[src/rtl/ser_xcvr_pkg.sv]
package ser_xcvr_pkg;
  // Per-transfer settings captured at start
  typedef struct packed {
    logic pol;   // 0: idle high, drive on fall; 1: idle low, drive on rise
    logic msb;   // 1: most significant bit first
    logic inv;   // 1: complement data
  } ser_cfg_t;
endpackage

[src/rtl/ser_edge_gen.sv]
module ser_edge_gen #(
  parameter int DATA_W = 8,
  parameter int DIV_W  = 8
) (
  input  logic                        clk,
  input  logic                        rst,
  input  logic                        start_i,
  input  logic                        busy_i,
  input  logic                        pol_now_i,
  input  logic [DIV_W-1:0]            div_i,
  output logic                        drive_o,
  output logic                        sample_o,
  output logic                        last_o,
  output logic [$clog2(DATA_W)-1:0]   bit_idx_o,
  output logic                        sclk_o
);
  localparam int EDGE_W = $clog2(2*DATA_W);
  localparam logic [EDGE_W-1:0] LAST_EDGE = EDGE_W'(2*DATA_W-1);

  logic [DIV_W-1:0]  cnt_q;
  logic [EDGE_W-1:0] edge_q;
  logic              sclk_q;
  logic              tick;

  assign tick      = busy_i && (cnt_q == div_i);
  assign drive_o   = tick && !edge_q[0];
  assign sample_o  = tick &&  edge_q[0];
  assign last_o    = sample_o && (edge_q == LAST_EDGE);
  assign bit_idx_o = edge_q[EDGE_W-1:1];
  assign sclk_o    = sclk_q;

  always_ff @(posedge clk) begin
    if (rst) begin
      cnt_q  <= '0;
      edge_q <= '0;
      sclk_q <= ~pol_now_i;
    end else if (start_i) begin
      cnt_q  <= '0;
      edge_q <= '0;
      sclk_q <= ~pol_now_i;
    end else if (busy_i) begin
      if (tick) begin
        cnt_q  <= '0;
        edge_q <= edge_q + 1'b1;
        sclk_q <= ~sclk_q;
      end else begin
        cnt_q  <= cnt_q + 1'b1;
      end
    end else begin
      sclk_q <= ~pol_now_i;
    end
  end

  // clock holds between divider ticks
  p_sclk_hold_r9: assert property (@(posedge clk) disable iff (rst)
    (busy_i && !start_i && (cnt_q != div_i)) |=> $stable(sclk_q));

  // while idle the clock follows the current polarity
  p_idle_level_r10: assert property (@(posedge clk) disable iff (rst)
    !busy_i |=> (sclk_q == !$past(pol_now_i)));
endmodule

[src/rtl/ser_shift_path.sv]
module ser_shift_path
  import ser_xcvr_pkg::*;
#(
  parameter int DATA_W = 8
) (
  input  logic                        clk,
  input  logic                        rst,
  input  logic                        start_i,
  input  logic [DATA_W-1:0]           tx_i,
  input  ser_cfg_t                    cfg_i,
  input  logic                        drive_i,
  input  logic                        sample_i,
  input  logic                        last_i,
  input  logic [$clog2(DATA_W)-1:0]   bit_idx_i,
  input  logic                        sdi_i,
  output logic                        sdo_o,
  output logic [DATA_W-1:0]           rx_o
);
  localparam int IDX_W = $clog2(DATA_W);

  logic [DATA_W-1:0] tx_q;
  logic [DATA_W-1:0] rx_sr_q;
  logic [DATA_W-1:0] rx_next;
  logic [DATA_W-1:0] rx_q;
  logic              sdo_q;
  logic [IDX_W-1:0]  phys;
  logic              in_bit;

  assign phys   = cfg_i.msb ? IDX_W'(DATA_W-1) - bit_idx_i : bit_idx_i;
  assign in_bit = sdi_i ^ cfg_i.inv;

  for (genvar g = 0; g < DATA_W; g++) begin : g_rx_bit
    assign rx_next[g] = (phys == IDX_W'(g)) ? in_bit : rx_sr_q[g];
  end

  always_ff @(posedge clk) begin
    if (rst) begin
      tx_q    <= '0;
      rx_sr_q <= '0;
      rx_q    <= '0;
      sdo_q   <= 1'b1;
    end else begin
      if (start_i) begin
        tx_q    <= tx_i;
        rx_sr_q <= '0;
      end
      if (drive_i)
        sdo_q <= tx_q[phys] ^ cfg_i.inv;
      if (sample_i)
        rx_sr_q <= rx_next;
      if (last_i) begin
        rx_q  <= rx_next;
        sdo_q <= 1'b1;
      end
    end
  end

  assign sdo_o = sdo_q;
  assign rx_o  = rx_q;

  // the read port only changes at the end of a transfer
  p_rx_hold_r4: assert property (@(posedge clk) disable iff (rst)
    !last_i |=> $stable(rx_q));
endmodule

[src/rtl/sync_serial_xcvr.sv]
module sync_serial_xcvr
  import ser_xcvr_pkg::*;
#(
  parameter int DATA_W = 8,
  parameter int DIV_W  = 8
) (
  input  logic              clk,
  input  logic              rst,
  input  logic              start,
  input  logic [DATA_W-1:0] tx_byte,
  input  logic [DIV_W-1:0]  div_val,
  input  logic              cfg_pol,
  input  logic              cfg_msb,
  input  logic              cfg_inv,
  input  logic              sdi,
  output logic              busy,
  output logic              done,
  output logic [DATA_W-1:0] rx_byte,
  output logic              sclk,
  output logic              sdo
);
  localparam int IDX_W = $clog2(DATA_W);

  ser_cfg_t          cfg_q;
  logic [DIV_W-1:0]  div_q;
  logic              busy_q;
  logic              done_q;
  logic              start_acc;
  logic              drive;
  logic              sample;
  logic              last;
  logic [IDX_W-1:0]  bit_idx;

  assign start_acc = start && !busy_q;

  always_ff @(posedge clk) begin
    if (rst) begin
      cfg_q  <= '0;
      div_q  <= '0;
      busy_q <= 1'b0;
      done_q <= 1'b0;
    end else begin
      done_q <= last;
      if (start_acc) begin
        cfg_q  <= '{pol: cfg_pol, msb: cfg_msb, inv: cfg_inv};
        div_q  <= div_val;
        busy_q <= 1'b1;
      end else if (last) begin
        busy_q <= 1'b0;
      end
    end
  end

  ser_edge_gen #(.DATA_W(DATA_W), .DIV_W(DIV_W)) u_edge (
    .clk       (clk),
    .rst       (rst),
    .start_i   (start_acc),
    .busy_i    (busy_q),
    .pol_now_i (cfg_pol),
    .div_i     (div_q),
    .drive_o   (drive),
    .sample_o  (sample),
    .last_o    (last),
    .bit_idx_o (bit_idx),
    .sclk_o    (sclk)
  );

  ser_shift_path #(.DATA_W(DATA_W)) u_path (
    .clk       (clk),
    .rst       (rst),
    .start_i   (start_acc),
    .tx_i      (tx_byte),
    .cfg_i     (cfg_q),
    .drive_i   (drive),
    .sample_i  (sample),
    .last_i    (last),
    .bit_idx_i (bit_idx),
    .sdi_i     (sdi),
    .sdo_o     (sdo),
    .rx_o      (rx_byte)
  );

  assign busy = busy_q;
  assign done = done_q;

  // done lasts one cycle and coincides with busy falling
  p_done_pulse_r7: assert property (@(posedge clk) disable iff (rst)
    done_q |=> !done_q);
  p_done_idle_r7: assert property (@(posedge clk) disable iff (rst)
    done_q |-> !busy_q);
  p_start_busy_r7: assert property (@(posedge clk) disable iff (rst)
    (start && !busy_q) |=> busy_q);

  // captured settings frozen during a transfer
  p_cfg_frozen_r8: assert property (@(posedge clk) disable iff (rst)
    (busy_q && !last) |=> ($stable(cfg_q) && $stable(div_q)));

  // data line idles high
  p_sdo_idle_r10: assert property (@(posedge clk) disable iff (rst)
    !busy_q |-> sdo);
endmodule

[config.mk]
export PLATFORM = sky130hd
export DESIGN_NAME = sync_serial_xcvr
export DESIGN_NICKNAME = d
export VERILOG_FILES = /design/src/rtl/ser_xcvr_pkg.sv /design/src/rtl/ser_edge_gen.sv /design/src/rtl/ser_shift_path.sv /design/src/rtl/sync_serial_xcvr.sv
export SDC_FILE = /design/constraint.sdc
export NUM_CORES = 1
export LEC_CHECK = 0
export BUFFER_PORTS_ARGS = -buffer_cell sky130_fd_sc_hd__buf_2
export CELL_PAD_IN_SITES_DETAIL_PLACEMENT = 1
export CELL_PAD_IN_SITES_GLOBAL_PLACEMENT = 2
export CORE_MARGIN = 4
export CORE_UTILIZATION = 34
export DETAILED_ROUTE_END_ITERATION = 8
export MAX_ROUTING_LAYER = met4
export PLACE_DENSITY_LB_ADDON = 0.05
export SETUP_SLACK_MARGIN = 0.15
export SLEW_MARGIN = 0
export SYNTH_ARGS = -nofsm -noshare
export SYNTH_HDL_FRONTEND = slang
export SYNTH_SLANG_ARGS = --single-unit
[constraint.sdc]
create_clock -name clk -period 1.9 [get_ports clk]
set_input_delay 0.38 -clock clk [delete_from_list [all_inputs] [get_ports clk]]
set_output_delay 0.38 -clock clk [all_outputs]
set_load 0.01 [all_outputs]
==> results_dict.tcl, run 1 <==
set metrics [dict create \
    status "completed" \
    maxClockFrequency_mhz 585.4 \
    yosysMostFrequentCell "nand2_1" \
    area_growth_syn_to_layout_pct 27.54 \
    setup_viol 0 \
    peakVddDrop_mv 0.3519 \
    overflow 0 \
    dr.pass1.iters 5 \
    cp.arrival_ns 1.91 \
    synth_commonest_cells "59 x nand2_1, 49 x dfxtp_1, 37 x a21oi_1" \
    tightest_slew_ns 0.4069 \
    r2r_start "div_q[6]$_SDFFE_PP0P_" \
    worstHoldPathType "input pin to register" \
    io_pins 35 \
    max-slew-margin-rel_pct 72.88 \
    root_buffer "clkbuf_8" \
    holdPathEnd "div_q[7]$_SDFFE_PP0P_" \
    min_delay_path_depth 3 \
    synth_top_area_share_pct 37.95 \
    fin_cells 471 \
    synth_cell_types 46 \
    clock-skew-final_ns 0.01108 \
    finalHoldViolations 0 \
    antenna_found_initial 0 \
    dp_cells 454 \
    drive_above_1_share_pct 31.99 \
    p_per_area_nw_per_um2 681.6 \
    critical_path_required_ns 2.10 \
    seq_area_frac_synth_pct 39.11 \
    whs_ns 0.2961 \
    dr_total_vias 2405 \
    synth_top_flop_cell "dfxtp_1" \
    synth.avg_cell_area_um2 8.103 \
    min_from "div_val[7]" \
    cp-end-kind "register" \
    rsz0062_at_grt "true" \
    final.min_clock_period_ns 1.708 \
    cap_viol_max_count 0 \
    yosysWarnings 0 \
    synth_seq_cells 50 \
    reg2regPathDepth 8 \
    grt_pass1_wl_mm 12.05 \
    r2r_end "u_edge.edge_q[0]$_SDFFE_PP0P_" \
    syn_area_um2 2585 \
    yosys.area.top_type "dfxtp_1" \
    hold_buffers 0 \
    final_antenna_net_count 0 \
    cp-start-kind "register" \
    fin_crit_sh_pct 89.91 \
    syn_inst 319 \
    synth_area_leaders "dfxtp_1 38%, nand2_1 8.6%, a21oi_1 7.2%, xor2_1 5.8%, mux2i_1 4.6%" \
    wl_per_cell_um 15.72 \
    initial_core_util_pct 35.26 \
    async_flop_share_pct 0 \
    final.setup.tns_ns 0 \
    rows 31 \
    drc 0 \
    port_buffers 34 \
    synth_edf_count 1 \
    clk_latency_ns 0.31 \
    grt_pass1_vias 2449 \
    path_max_fanout 3 \
    cts_buffers 5 \
    clock_path_buffers 2 \
    path_cells "xor2_1, nor4_2, and3_4, buf_6, buf_12, buf_4, xnor2_1, nor3_2" \
    fp.dieW_um 95.20 \
    core_um2 7331 \
    cpMaxStageDelayCell "dfxtp_1" \
    slew_violations 0 \
    synth_nets 344 \
    path_class "register to register" \
    routed_wl_mm 7.404 \
    drtIter0Drc 70 \
    clk_pin_slew_ns 0.09 \
    nNetsFinal 396 \
    h-tree-depth 2 \
    die_h_um 95.20 \
    grt_util_all_layers_pct 17.68 \
    finalWeightedCongestion 0.8119 \
    via_per_inst 5.106 \
    cp_slowest_stage_delay_ns 0.35 \
    power.total_mw 2.247 \
    ff2ff_setup_slack_ns 0.19 \
    cts_tree "yes" \
    dpl.hpwl_mm 5.280 \
    n_antenna_cell 0 \
    die_area_um2 9062 \
    cts_num_sinks 50 \
    grt_max_degree 25 \
    power.leakage_nw 1.320 \
]
## worst max-delay path: cells and delay by family, from the launching register on
kind                   cells  cell delay [ns]
XOR/XNOR                   2             0.28
buffers and inverters      3             0.32
AND/OR/NAND/NOR            3             0.66
flip-flops                 1             0.35
## placed cells by master (no fill, tap or decap), types with 3 or more instances in the layout
cell type and count:
nor2_1 14, dfxtp_1 38, o22ai_1 10, nor2_2 6, nand4_1 4, and3_1 3, a21oi_1 37, o21ai_0 5
nand2_1 56, buf_12 4, mux2i_1 11, buf_4 30, clkbuf_8 6, buf_2 34, nor3_2 3, nand2b_1 7
nand3_1 16, xnor2_1 4, inv_1 3, xor2_1 15, dfxtp_2 11, o32ai_1 4, nand2_2 4
## state kept, by name, summed over array words and instances (netlist names)
name,flops
u_path.tx_q,8
u_path.sdo_o,1
cfg_q,2
div_q,8
done,1
u_path.rx_o,8
u_edge.cnt_q,8
u_edge.edge_q,4
busy,1
u_path.rx_sr_q,8
u_edge.sclk_o,1
## metrics by stage
step,utilization (%),worst slack [ns],cell area (um2)
finish,44.97,0.1917,3297
CTS,43.11,0.1387,3161
detailed placement,40.88,0.01991,2997
floorplan,-,0.2740,2585
global route,44.97,0.02288,3297
global placement,40.88,0.07684,2997
## metal layers
layer | vias up | wire length (um) | GRT usage, %
li1 | 1217 | - | -
met2 | 32 | 3838 | 29.85
met4 | 0 | 94 | 4.688
met5 | - | 0 | -
met3 | 8 | 176 | 3.078
met1 | 1148 | 3295 | 21.74
## area by class of cell
type / instances / area [um2]
clock inverters: 1 / 30.03
fillers: 906 / 4034
flip-flops and latches: 50 / 1025
multi-input cells: 240 / 1519
well taps: 99 / 123.9
repair buffers: 70 / 498.0
clock buffers: 7 / 86.33
inverters: 4 / 15.01
## kinds of logic after synthesis
kind of cell	after synthesis	share of synthesized area, %
xor gates and xnor gates	21	7.115
muxes	12	4.647
DFF	50	39.11
AOI/OAI and AO/OA	74	18.01
adders and majority gates	2	0.9679
and+or+nand+nor	130	24.44
buffers and inverters	30	5.711
## power breakdown
part / total (mW) / switching [mW] / internal [mW]
registers: 1.12 / 0.0316 / 1.08
clock network: 0.789 / 0.359 / 0.430
logic: 0.342 / 0.181 / 0.161
## worst max-delay path by stage
stage | startpoint | end | depth (start not counted)
6_report | div_q[6]$_SDFFE_PP0P_ | u_edge.edge_q[0]$_SDFFE_PP0P_ | 8
5_1_grt | div_q[5]$_SDFFE_PP0P_ | u_edge.edge_q[3]$_SDFFE_PP0P_ | 8
4_1_cts | cfg_q[0]$_SDFFE_PP0P_ | u_path.rx_o[6]$_SDFFE_PP0P_ | 6
3_5_place_dp | div_q[6]$_SDFFE_PP0P_ | u_path.rx_o[2]$_SDFFE_PP0P_ | 7
3_3_place_gp | u_edge.cnt_q[5]$_SDFFE_PP0P_ | u_path.rx_o[2]$_SDFFE_PP0P_ | 8
2_1_floorplan | u_edge.cnt_q[6]$_SDFFE_PP0P_ | u_path.sdo_o$_SDFFE_PP1P_ | 7
## repair_timing
action | 4_1_cts | 5_1_grt
resized for setup | 14 | 17
gates cloned | 1 | 0
pin swaps | 3 | 8
setup buffers | 0 | 8
endpoints found under the setup margin | 29 | 29
No activity file was read; power rests on OpenSTA's default activity.
==> run 2, diff against run 1 <==
- HOLD_SLACK_MARGIN: default -> 0.08
- REMOVE_ABC_BUFFERS: default -> 1
==> results_dict.tcl, run 2 (same netlist as run 1, synthesis figures left out) <==
set metrics [dict create \
    max-slew-margin-rel_pct 70.18 \
    h-tree-depth 2 \
    clk_pin_slew_ns 0.09 \
    hold_buffers 0 \
    drtIter0Drc 67 \
    setup_viol 0 \
    dpl.hpwl_mm 5.166 \
    routed_wl_mm 7.408 \
    path_max_fanout 6 \
    dr_total_vias 2406 \
    p_switching_mw 0.5752 \
    p_int_mw 1.652 \
    finalHoldViolations 0 \
    antenna_found_initial 0 \
    critical_path_required_ns 2.10 \
    n_antenna_cell 0 \
    initial_core_util_pct 35.26 \
    power.leakage_nw 1.303 \
    cts_num_sinks 50 \
    clk_latency_ns 0.30 \
    final_util_pct 45.13 \
    wl_per_cell_um 15.86 \
    clock-skew-final_ns 0.01039 \
    cp.arrival_ns 1.98 \
    overflow 0 \
    fp.dieW_um 95.20 \
    core_um2 7331 \
    p_per_area_nw_per_um2 673.4 \
    cp-end-kind "register" \
    grt_util_all_layers_pct 17.20 \
    final_antenna_net_count 0 \
    final.min_clock_period_ns 1.783 \
    pwr-share-comb_pct 16.4 \
    cap_viol_max_count 0 \
    port_buffers 34 \
    clock_path_buffers 2 \
    power_frac_clock_pct 33.5 \
    dr.pass1.iters 4 \
    via_per_inst 5.152 \
    worstHoldPathType "input pin to register" \
    peakVddDrop_mv 0.3901 \
    die_h_um 95.20 \
    tightest_slew_ns 0.4473 \
    nNetsFinal 392 \
    rsz0062_at_grt "true" \
    drc 0 \
    rows 31 \
    mostFrequentLayoutCells "53 x nand2_1, 41 x dfxtp_1, 34 x buf_2" \
    area_growth_syn_to_layout_pct 27.98 \
    path_class "register to register" \
    grt_pass1_vias 2431 \
    status "completed" \
    cp-start-kind "register" \
    sequentialPowerShare_pct 50.2 \
    grt_pass1_wl_mm 11.83 \
    grt_max_degree 22 \
    maxClockFrequency_mhz 560.8 \
    ff2ff_setup_slack_ns 0.12 \
    die_area_um2 9062 \
    final_common_cell "nand2_1" \
    slew_violations 0 \
    cts_tree "yes" \
    root_buffer "clkbuf_8" \
    swShare_pct 25.82 \
    final.setup.tns_ns 0 \
    cts_buffers 5 \
    fin_crit_sh_pct 93.86 \
    finalWeightedCongestion 0.8140 \
    io_pins 35 \
    drive_above_1_share_pct 34.78 \
]
-- run 2: repair_timing --
item | 4_1_cts | 5_1_grt
pin swaps | 4 | 13
resized for setup | 15 | 27
endpoints found under the hold margin | 0 | 0
setup endpoints to repair | 27 | 23
setup buffers | 7 | 1
cloned | 1 | 1
-- run 2: power by group through the flow --
stage	Combinational, mW	Sequential, mW	Clock (mW)
floorplan	0.148	1.14	0
global placement	0.296	1.14	0
detailed placement	0.298	1.14	0
CTS	0.351	1.12	0.774
global route	0.402	1.12	0.812
finish	0.365	1.12	0.745
-- run 2: layout make-up --
class / count / area (um2)
flip-flops and latches: 50 / 1021
inverters: 4 / 16.27
repair buffers: 66 / 484.2
clock inverters: 1 / 30.03
well taps: 99 / 123.9
fillers: 905 / 4023
multi-input cells: 240 / 1556
clock buffers: 7 / 76.32
-- run 2: through the flow --
stage | hold slack [ns] | setup WS, ns | std cells | total power [mW] | cell area (um2)
6_report | 0.3027 | 0.1167 | 467 | 2.228 | 3308
5_1_grt | 0.2864 | 0.02506 | 467 | 2.337 | 3308
4_1_cts | 0.2921 | 0.1130 | 465 | 2.242 | 3209
3_5_place_dp | 0.4416 | -0.02178 | 449 | 1.438 | 2972
3_3_place_gp | 0.4355 | 0.05254 | 449 | 1.434 | 2972
2_1_floorplan | 0.4396 | -0.07260 | 293 | 1.289 | 2452
-- run 2: layer usage --
metal | routed length, um | global-route usage, %
met3 | 166 | 2.920
met1 | 3588 | 21.73
met2 | 3564 | 27.52
met5 | 0 | -
met4 | 89 | 6.370
-- run 2: final timing paths --
check	start	end	cells past startpoint
worst max-delay path	u_edge.cnt_q[5]$_SDFFE_PP0P_	u_path.sdo_o$_SDFFE_PP1P_	7
worst min-delay path	tx_byte[3]	u_path.tx_q[3]$_SDFFE_PP0P_	3
worst max register to register	u_edge.cnt_q[5]$_SDFFE_PP0P_	u_path.sdo_o$_SDFFE_PP1P_	7
worst min register to register	u_path.rx_o[1]$_SDFFE_PP0P_	u_path.rx_o[1]$_SDFFE_PP0P_	2
-- run 2: worst max-delay path, stage by stage (launching register included) --
cell      delay [ns]
dfxtp_2         0.35
xor2_1          0.17
nor4_2          0.33
and3_4          0.29
buf_12          0.13
nand2b_1        0.08
a221oi_2        0.24
o21ai_1         0.09
==> run 3, diff against run 2 <==
- ABC_CLOCK_PERIOD_IN_PS: default -> 1600
- CORE_UTILIZATION: 34 -> 30
- CTS_CLUSTER_DIAMETER: default -> 120
- clock period: 1.9 -> 1.6 ns (I/O delays scaled with it)
==> results_dict.tcl, run 3 (same netlist as run 1, synthesis figures left out) <==
set metrics [dict create \
    n_antenna_cell 0 \
    dr_total_vias 2458 \
    final_common_cell "nand2_1" \
    final.min_clock_period_ns 1.724 \
    drtIter0Drc 72 \
    antenna_found_initial 0 \
    whs_ns 0.2315 \
    p_per_area_nw_per_um2 796.2 \
    path_cells "xor2_1, nor4_2, buf_4, and3_4, buf_12, nand2b_4, a221oi_2, o21ai_1" \
    ff2ff_setup_slack_ns -0.12 \
    setup.worst_path.start "u_edge.cnt_q[4]$_SDFFE_PP0P_" \
    cts_num_sinks 50 \
    rsz0062_at_grt "true" \
    rows 33 \
    peakVddDrop_mv 0.3204 \
    slew_violations 0 \
    place_area_um2 3132 \
    initial_core_util_pct 31.15 \
    tightest_slew_ns 0.4434 \
    status "finished, violations left" \
    cp_top_family "simple AND/OR/NAND/NOR gates" \
    via_per_inst 5.037 \
    dpl.hpwl_mm 5.431 \
    path_depth 8 \
    reg2regPathDepth 8 \
    mostFrequentLayoutCells "53 x nand2_1, 41 x buf_4, 40 x dfxtp_1" \
    routed_wl_mm 7.334 \
    cpMaxStageDelayCell "dfxtp_2" \
    overflow 0 \
    wl_per_cell_um 15.03 \
    cts_buffers 5 \
    r2r_end "u_path.sdo_o$_SDFFE_PP1P_" \
    failed_checks "negative setup slack" \
    root_buffer "clkbuf_8" \
    clk_pin_slew_ns 0.10 \
    io_pins 35 \
    worstSetupEndpoint "u_path.sdo_o$_SDFFE_PP1P_" \
    core_um2 8299 \
    grt_pass1_wl_mm 12.05 \
    clock_path_buffers 2 \
    die_h_um 100.8 \
    drc 0 \
    finalHoldViolations 0 \
    fin_ws_ns -0.1236 \
    dr.pass1.iters 4 \
    num-fill-cells 1008 \
    port_buffers 34 \
    design_area_um2 3431 \
    hold_buffers 0 \
    critical_path_required_ns 1.80 \
    grt_max_degree 36 \
    power.leakage_nw 1.380 \
    crit_buf_inv 2 \
    clock-skew-final_ns 0.006973 \
    maxClockFrequency_mhz 580.2 \
    die_area_um2 10170 \
    finalWeightedCongestion 0.7943 \
    drive_above_1_share_pct 36.55 \
    setup_viol 31 \
    cts_tree "yes" \
    max-slew-margin-rel_pct 70.34 \
    fp.dieW_um 100.8 \
    cp-start-kind "register" \
    cp.arrival_ns 1.93 \
    fin_crit_sh_pct 107.7 \
    path_class "register to register" \
    grt_util_all_layers_pct 15.21 \
    area_growth_syn_to_layout_pct 32.72 \
    grt_pass1_vias 2535 \
    r2r_start "u_edge.cnt_q[4]$_SDFFE_PP0P_" \
    nNetsFinal 407 \
    final_antenna_net_count 0 \
    cp-end-kind "register" \
    path_max_fanout 9 \
    clk_latency_ns 0.31 \
    cap_viol_max_count 0 \
    worstHoldPathType "input pin to register" \
    cp_slowest_stage_delay_ns 0.34 \
    h-tree-depth 2 \
]
-- run 3: cell types whose count changed in the layout (fill, tap and decap cells not counted), moves of 2 or more --
cell	change
nand3_1	+4
nor2_4	+2
buf_4	+15
xor2_2	+2
a21oi_1	+4
clkbuf_1	-2
a21oi_2	-4
nand3_2	-5
xor2_1	-2
nor2_2	-2
-- run 3: worst min path at each step --
stage,startpoint,cells after the start,to,slack (ns)
3_3_place_gp,u_path.rx_o[1]$_SDFFE_PP0P_,2,u_path.rx_o[1]$_SDFFE_PP0P_,0.44
2_1_floorplan,rst,1,cfg_q[0]$_SDFFE_PP0P_,0.39
4_1_cts,div_val[4],3,div_q[4]$_SDFFE_PP0P_,0.22
6_report,div_val[4],3,div_q[4]$_SDFFE_PP0P_,0.23
5_1_grt,div_val[4],3,div_q[4]$_SDFFE_PP0P_,0.23
3_5_place_dp,u_path.rx_o[4]$_SDFFE_PP0P_,2,u_path.rx_o[4]$_SDFFE_PP0P_,0.45
-- run 3: stage by stage --
step                      setup TNS (ns)  power (mW)  instances  util [%]  setup slack (ns)
after floorplan                   -9.036       1.530        293         -           -0.3726
final                             -2.608       2.732        488     41.34           -0.1236
after global routing              -5.791       2.882        488     41.34           -0.2536
after global placement            -3.337       1.727        477     37.74           -0.1476
after CTS                         -4.372       2.755        486     40.00           -0.1939
after detailed placement          -4.885       1.734        477     37.74           -0.2378
-- run 3: worst min-delay path, cell delays in order --
cell and delay (ns):
buf_2 0.09, nand2_1 0.05, a21oi_1 0.05
-- run 3: final cells by class --
class                   count  area, um2  area share (%)
clock buffers               6      82.58           2.407
clock inverters             2      38.79           1.131
inverters                   4      16.27          0.4741
multi-input cells         240       1559           45.44
flip-flops and latches     50       1022           29.80
well taps                 105      131.4           3.829
repair buffers             81      580.6           16.92
-- run 3: per-layer routing --
metal / global-route usage, % / wire length, um / up-vias
met3: 2.284 / 150 / 7
met1: 18.64 / 3412 / 1186
met5: - / 0 / -
met2: 26.33 / 3708 / 28
li1: - / - / 1237
met4: 3.420 / 63 / 0
-- run 3: where the power goes --
part / total [mW] / internal (mW) / switching, mW
combinational: 0.434 / 0.205 / 0.229
clock: 0.974 / 0.515 / 0.458
sequential: 1.32 / 1.29 / 0.0351
-- run 3: what timing repair did --
action,in CTS,in global routing
gates resized for setup,19,24
setup endpoints to repair,31,32
hold endpoints to repair,0,0
buffers inserted,1,1
pin swaps,11,5
cloned,0,1
